File: src/rtl/alu_pkg.sv
package alu_pkg;
  localparam int unsigned SLICE_W = 4;
  localparam logic [3:0] SEL_SUB = 4'b0110;
  localparam logic [3:0] SEL_ADD = 4'b1001;
endpackage

File: src/rtl/alu_addend_gen.sv
// Per-bit addend terms chosen by the select code.
// or_term is the wide addend, and_term the narrow one (and_term implies or_term).
module alu_addend_gen #(
  parameter int unsigned W = alu_pkg::SLICE_W
) (
  input  logic [W-1:0] a,
  input  logic [W-1:0] b,
  input  logic [3:0]   sel,
  output logic [W-1:0] or_term,
  output logic [W-1:0] and_term
);
  for (genvar i = 0; i < W; i++) begin : g_bit
    assign or_term[i]  = a[i] | (b[i] & sel[0]) | (~b[i] & sel[1]);
    assign and_term[i] = (a[i] & b[i] & sel[3]) | (a[i] & ~b[i] & sel[2]);
  end
endmodule

File: src/rtl/alu_carry_chain.sv
// Carry chain over one slice, with group generate/propagate (active high).
module alu_carry_chain #(
  parameter int unsigned W = alu_pkg::SLICE_W
) (
  input  logic [W-1:0] gen,
  input  logic [W-1:0] prop,
  input  logic         cin,
  output logic [W:0]   carry,
  output logic         grp_gen,
  output logic         grp_prop
);
  assign carry[0] = cin;
  for (genvar i = 0; i < W; i++) begin : g_c
    assign carry[i+1] = gen[i] | (prop[i] & carry[i]);
  end

  always_comb begin
    grp_gen  = 1'b0;
    grp_prop = 1'b1;
    for (int i = 0; i < W; i++) begin
      grp_gen  = gen[i] | (prop[i] & grp_gen);
      grp_prop = grp_prop & prop[i];
    end
  end
endmodule

File: src/rtl/alu_slice.sv
module alu_slice #(
  parameter int unsigned W = alu_pkg::SLICE_W
) (
  input  logic [W-1:0] a,
  input  logic [W-1:0] b,
  input  logic [3:0]   sel,
  input  logic         mode_logic,
  input  logic         cin_n,
  output logic [W-1:0] f,
  output logic         cout_n,
  output logic         gen_n,
  output logic         prop_n,
  output logic         eq
);
  logic [W-1:0] or_t, and_t, gen, prop;
  logic [W:0]   carry;
  logic         gg, gp;

  alu_addend_gen #(.W(W)) u_terms (
    .a(a), .b(b), .sel(sel), .or_term(or_t), .and_term(and_t)
  );

  assign gen  = or_t & and_t;
  assign prop = or_t | and_t;

  alu_carry_chain #(.W(W)) u_chain (
    .gen(gen), .prop(prop), .cin(~cin_n),
    .carry(carry), .grp_gen(gg), .grp_prop(gp)
  );

  for (genvar i = 0; i < W; i++) begin : g_f
    assign f[i] = mode_logic ? ~(or_t[i] ^ and_t[i])
                             : (or_t[i] ^ and_t[i] ^ carry[i]);
  end

  assign cout_n = ~carry[W];
  assign gen_n  = ~gg;
  assign prop_n = ~gp;
  assign eq     = &f;
endmodule

File: src/rtl/alu_mag_decode.sv
// Reads the final active-low carry as "A is the larger side".
module alu_mag_decode #(
  parameter bit ACT_LOW = 1'b0
) (
  input  logic cout_n,
  output logic a_wins
);
  if (ACT_LOW) begin : g_low
    assign a_wins = cout_n;
  end else begin : g_high
    assign a_wins = ~cout_n;
  end
endmodule

File: src/rtl/alu_ripple.sv
module alu_ripple #(
  parameter int unsigned SLICES          = 2,
  parameter bit          DATA_ACTIVE_LOW = 1'b0
) (
  input  logic [SLICES*alu_pkg::SLICE_W-1:0] a_in,
  input  logic [SLICES*alu_pkg::SLICE_W-1:0] b_in,
  input  logic [3:0]                         sel,
  input  logic                               mode_logic,
  input  logic                               carry_in_n,
  output logic [SLICES*alu_pkg::SLICE_W-1:0] f_out,
  output logic                               carry_out_n,
  output logic [SLICES-1:0]                  grp_gen_n,
  output logic [SLICES-1:0]                  grp_prop_n,
  output logic                               all_ones,
  output logic                               a_wins
);
  localparam int unsigned SW = alu_pkg::SLICE_W;
  localparam int unsigned W  = SLICES * SW;

  logic [SLICES:0]   chain_n;
  logic [SLICES-1:0] eq_vec;

  assign chain_n[0] = carry_in_n;

  for (genvar k = 0; k < SLICES; k++) begin : g_slice
    alu_slice #(.W(SW)) u_slice (
      .a          (a_in[k*SW +: SW]),
      .b          (b_in[k*SW +: SW]),
      .sel        (sel),
      .mode_logic (mode_logic),
      .cin_n      (chain_n[k]),
      .f          (f_out[k*SW +: SW]),
      .cout_n     (chain_n[k+1]),
      .gen_n      (grp_gen_n[k]),
      .prop_n     (grp_prop_n[k]),
      .eq         (eq_vec[k])
    );
  end

  assign carry_out_n = chain_n[SLICES];
  assign all_ones    = &eq_vec;

  alu_mag_decode #(.ACT_LOW(DATA_ACTIVE_LOW)) u_mag (
    .cout_n (chain_n[SLICES]),
    .a_wins (a_wins)
  );
endmodule

File: config.mk
export PLATFORM = sky130hd
export DESIGN_NAME = alu_ripple
export DESIGN_NICKNAME = d
export VERILOG_FILES = /design/src/rtl/alu_pkg.sv /design/src/rtl/alu_addend_gen.sv /design/src/rtl/alu_carry_chain.sv /design/src/rtl/alu_slice.sv /design/src/rtl/alu_mag_decode.sv /design/src/rtl/alu_ripple.sv
export SDC_FILE = /design/constraint.sdc
export NUM_CORES = 1
export LEC_CHECK = 0
export ABC_AREA = 1
export BUFFER_PORTS_ARGS = -buffer_cell sky130_fd_sc_hd__buf_2
export CAP_MARGIN = 5
export CORE_MARGIN = 4
export CORE_UTILIZATION = 29
export DETAILED_ROUTE_END_ITERATION = 12
export SYNTH_ARGS = -nofsm -noshare
export SYNTH_HDL_FRONTEND = slang
export SYNTH_HIERARCHICAL = 1
export SYNTH_SLANG_ARGS = --single-unit
File: constraint.sdc
create_clock -name vclk -period 1.95
set_input_delay 0.195 -clock vclk [all_inputs]
set_output_delay 0.195 -clock vclk [all_outputs]
set_load 0.02 [all_outputs]
==> results of run 1 <==
-- metrics by stage --
stage	cell area [um^2]	worst slack, ns
3_3_place_gp	1420	-0.6018
3_5_place_dp	1420	-0.6323
6_report	1713	-0.4645
4_1_cts	1530	-0.5030
5_1_grt	1713	-0.6823
2_1_floorplan	1015	-0.3315
-- final timing paths --
check	start	end	slack, ns	depth (start not counted)
max	b_in[0]	all_ones	-0.46	32
min	carry_in_n	f_out[0]	0.89	5
-- metal layers --
metal  track usage (%)  part of all wire [%]
met2             20.07                    45
met4                 0                  0.30
met5                 0                     0
met3            0.8503                   5.5
met1             16.30                    49
-- kinds of logic after synthesis --
family	synth area share (%)
AND/OR/NAND/NOR	46.01
AO/OA/AOI/OAI	2.028
XOR/XNOR	3.549
buffers and inverters	28.14
adder cells (fa/ha/maj)	20.28
-- power groups by stage --
stage                     Combinational, mW  Sequential, mW  Clock, mW
final                                 0.637               0          0
after global routing                  0.709               0          0
after CTS                             0.561               0          0
after detailed placement              0.497               0          0
after global placement                0.494               0          0
after floorplan                       0.301               0          0
-- repair_timing --
action                                  in CTS  in global routing
buffers inserted                             6                  7
pin swaps                                   15                 21
gates resized for setup                     25                 40
endpoints found under the setup margin       7                  8
-- cells in the final DEF (no fill, tap or decap), drive strengths merged --
cell    n
nand3  24
nand2  57
inv    70
xnor2   2
ha     16
o21ai   2
xor2    2
buf    72
a21oi   2
nor2   24
-- synth_stat cells --
master / instances
nor2_1: 22
ha_1: 16
inv_1: 70
nand3_1: 24
o21ai_0: 2
nor2_2: 2
a21oi_1: 2
xnor2_1: 2
nand2_2: 10
xor2_1: 2
nand2_1: 47
buf_4: 2
-- final cells by class --
| cell class | instances | area, um^2 |
|---|---|---|
| timing repair buffer | 72 | 545.5 |
| inverter | 70 | 277.8 |
| multi-input combinational | 129 | 834.6 |
| tap | 44 | 55.05 |
| fill | 322 | 1440 |
-- worst max-delay path, delay by kind of cell --
kind          cells  cell delay [ns]
fa+ha+maj         1             0.14
simple gates     22             1.34
buf+inv           9             0.54
==> summary.txt, run 1 <==
Run status
  – Status: finished, violations left
  – Failing checks: setup timing

Placed design
  – Port Buffers: 37
  – HPWL after DPL: 2.172 mm
  – GPL Wtd Cong: 0.7979
  – Placed Cells: 304

Synthesis
  – Post-synth cell types: 12
  – Syn Inst Count: 201
  – Synth area leader: inv_1
  – Area contributors post-synth: inv_1, ha_1, nand2_1, nand3_1, nor2_1
  – Sequential area share after synthesis: 0%
  – Post-synth top area share: 26.62%
  – Syn Nets: 239
  – Synthesis Warnings: 6
  – Synth Area per Inst: 4.911 um^2
  – Synthesized cell area: 987.2 um^2

Power and ir drop
  – Combinational power share: 100.0%
  – Sequential power share: 0%
  – Total power: 0.6374 mW
  – Clk network pwr share: 0%
  – Power Density: 372.1 nW/um^2
  – Sw power: 0.3270 mW
  – P_int: 0.3105 mW
  – Sw Ratio: 51.30%
  – Pleak: 1.088 nW
  – Peak VDD IR: 0.0001690 V

Cells and area
  – Post-layout util: 54.33%
  – Seq_cells: 0
  – Storage cell area: 0 um^2
  – Final nets: 311
  – Clkbuf count: 0
  – Ant diodes: 0
  – Layout cell share with drive strength beyond 1: 43.17%
  – Area growth syn-to-layout: 73.51%
  – Fin cells: 315

Timing
  – Max_slew headroom: 84.55%
  – Setup ws final: -0.4645 ns
  – Unrepaired setup endpoints after global routing: yes
  – Max Freq: 414.2 MHz
  – Tmin final: 2.414 ns
  – # setup viols final: 7
  – Max-slew violations: 0
  – WHS: 0.8864 ns
  – Final setup TNS: -2.615 ns
  – Final worst path period share: 123.8%
  – Worst slew pin tran: 0.2318 ns
  – Final hold violation count: 0

Global routing
  – Vias in the first global route: 1080
  – Grt ovf: 0
  – First-pass GRT wire length: 4.236 mm
  – Initial antenna violation count: 0
  – Overall global routing resource usage: 11.53%
  – Largest net degree at the start of global routing: 11

Worst setup path
  – CP Capture Type: primary output
  – WP data required: 1.75 ns
  – Crit-path slowest cell: ha_4
  – Slowest stage delay, CP: 0.14 ns
  – Worst setup SP type: input pin
  – CP most frequent cell: nand2_2
  – Worst Path Max Fanout: 3
  – Arr. time, crit path: 2.22 ns
  – Critical setup path kind: in2out

Flow run
  – Max_cap viols: 0

Die
  – Chip Height: 66.35 um
  – Die X: 66.35 um
  – Row count: 20
  – Die ar.: 4402 um^2
  – Initial core utilization: 31.31%
  – Boundary pin count: 37
  – Core Area: 3153 um^2

Routing
  – 1st-pass router iterations: 4
  – Remaining antenna violation count: 0
  – DR vias: 1267
  – WL/cell: 8.470 um
  – Starting DRT DRC Count: 55
  – Residual DRC: 0
  – Detailed Route WL: 2.668 mm
  – Via-to-Cell Ratio: 4.022

Clock network
  – Hold buffer count at CTS: 0

Min path
  – HP Class: in2out
Power figures use the tool's default switching activity.
==> inputs of run 2 (changes only) <==
- PLACE_DENSITY: not set -> 0.61
==> run 2 against run 1 <==
The flow still finishes with violations (setup timing). Global-route usage up 2.7 points. Core utilization up 3.9 points. Combinational power up 11%. Critical endpoint unchanged. Largest cell class unchanged. Highest routed layer unchanged.
==> summary.txt, run 2 (synthesis gave the netlist of run 1 again) <==
Routing
  – DR vias: 1321
  – WL/cell: 9.383 um
  – 1st-pass router iterations: 4
  – Starting DRT DRC Count: 43
  – Detailed Route WL: 3.059 mm
  – Remaining antenna violation count: 0
  – Residual DRC: 0
  – Via-to-Cell Ratio: 4.052

Timing
  – Max-slew violations: 0
  – Tmin final: 2.456 ns
  – Max_slew headroom: 79.27%
  – Final setup TNS: -2.848 ns
  – Setup ws final: -0.5064 ns
  – # setup viols final: 8
  – WHS: 0.8714 ns
  – Unrepaired setup endpoints after global routing: yes
  – Worst slew pin tran: 0.3110 ns
  – Max Freq: 407.1 MHz
  – Final hold violation count: 0
  – Final worst path period share: 126.0%

Die
  – Core Area: 3153 um^2
  – Row count: 20
  – Boundary pin count: 37
  – Die X: 66.35 um
  – Die ar.: 4402 um^2
  – Chip Height: 66.35 um
  – Initial core utilization: 31.31%

Power and ir drop
  – Power Density: 386.3 nW/um^2
  – Pleak: 1.146 nW
  – Peak VDD IR: 0.0001924 V

Run status
  – Failing checks: setup timing
  – Status: finished, violations left

Cells and area
  – Layout cell share with drive strength beyond 1: 50.35%
  – Fin area: 1836 um^2
  – Most frequent cells in the layout: inv_1, buf_4, nand2_1
  – # fillers: 328
  – Commonest non-fill, non-tap cell in the layout: inv_1
  – Clkbuf count: 0
  – Seq_cells: 0
  – Final nets: 322
  – Ant diodes: 0
  – Storage cell area: 0 um^2
  – Fin cells: 326
  – Area growth syn-to-layout: 85.93%

Placed design
  – Placed Cells: 307
  – HPWL after DPL: 2.257 mm
  – Pre-CTS setup slack: -0.6288 ns
  – GPL Wtd Cong: 0.8076
  – Placed standard-cell area: 1443 um^2
  – Port Buffers: 37

Worst setup path
  – CP most frequent cell: buf_4
  – Worst setup SP type: input pin
  – WP data required: 1.75 ns
  – Crit path capture: all_ones
  – Critical setup path kind: in2out
  – Worst Path Max Fanout: 3
  – Arr. time, crit path: 2.26 ns
  – Cell breakdown of the critical path: buf_4, inv_2, nand3_2, inv_2, ha_4, inv_2, nand2_2, nand2_2, buf_4, buf_4, buf_4, buf_4, buf_4, buf_4, nor2_4, xor2_2, nand2_1, nor2_1, nand2_1, inv_2, buf_6
  – CP Capture Type: primary output
  – Worst Setup SP: a_in[0]
  – Crit-path slowest cell: xor2_2
  – Slowest stage delay, CP: 0.18 ns

Global routing
  – Largest net degree at the start of global routing: 11
  – Grt ovf: 0
  – Initial antenna violation count: 0
  – First-pass GRT wire length: 5.050 mm
  – Vias in the first global route: 1238
  – Overall global routing resource usage: 14.23%

Flow run
  – Max_cap viols: 0

Clock network
  – Hold buffer count at CTS: 0

Min path
  – HP Class: in2out
run 2: through the flow:
stage | utilization (%) | total power, mW
final | 58.21 | 0.7090
after global routing | 58.21 | 0.7788
after CTS | 54.80 | 0.6497
after detailed placement | 45.75 | 0.5033
after global placement | 45.75 | 0.5005
after floorplan | - | 0.3012
run 2: cell type report:
| cell class | count | area [um^2] | share of cell area [%] |
|---|---|---|---|
| Inverter | 70 | 275.3 | 15.00 |
| Tap cell | 44 | 55.05 | 2.999 |
| Multi-Input combinational cell | 129 | 864.6 | 47.10 |
| Timing Repair Buffer | 83 | 640.6 | 34.90 |
run 2: critical path: cells and delay by family:
family	cells	cell delay (ns)
XOR/XNOR	1	0.18
adder cells (fa/ha/maj)	1	0.12
AND/OR/NAND/NOR	7	0.57
buffers and inverters	12	1.17
run 2: report_power, final:
part / switching [mW] / internal (mW)
sequential: 0 / 0
combinational: 0.354 / 0.355
clock: 0 / 0
run 2: how the worst min path moves through the flow:
stage | startpoint | to | slack (ns) | cells past startpoint
2_1_floorplan | mode_logic | f_out[2] | 0.59 | 3
3_3_place_gp | carry_in_n | f_out[0] | 0.84 | 5
3_5_place_dp | carry_in_n | f_out[0] | 0.86 | 5
4_1_cts | carry_in_n | f_out[0] | 0.87 | 5
5_1_grt | carry_in_n | f_out[0] | 0.92 | 5
6_report | carry_in_n | f_out[0] | 0.87 | 5
run 2: what timing repair did:
action | CTS | global route
setup buffers | 15 | 5
gates cloned | 0 | 0
pin swaps | 16 | 26
resized for setup | 54 | 27
setup endpoints to repair | 7 | 9
hold endpoints to repair | 0 | 0
run 2: per-layer routing:
layer / GRT usage [%] / routed length, um / part of all wire (%)
met1: 18.80 / 1443 / 47
met4: 1.523 / 22 / 0.72
met5: 0 / 0 / 0
met3: 0.3401 / 123 / 4.0
met2: 26.15 / 1469 / 48
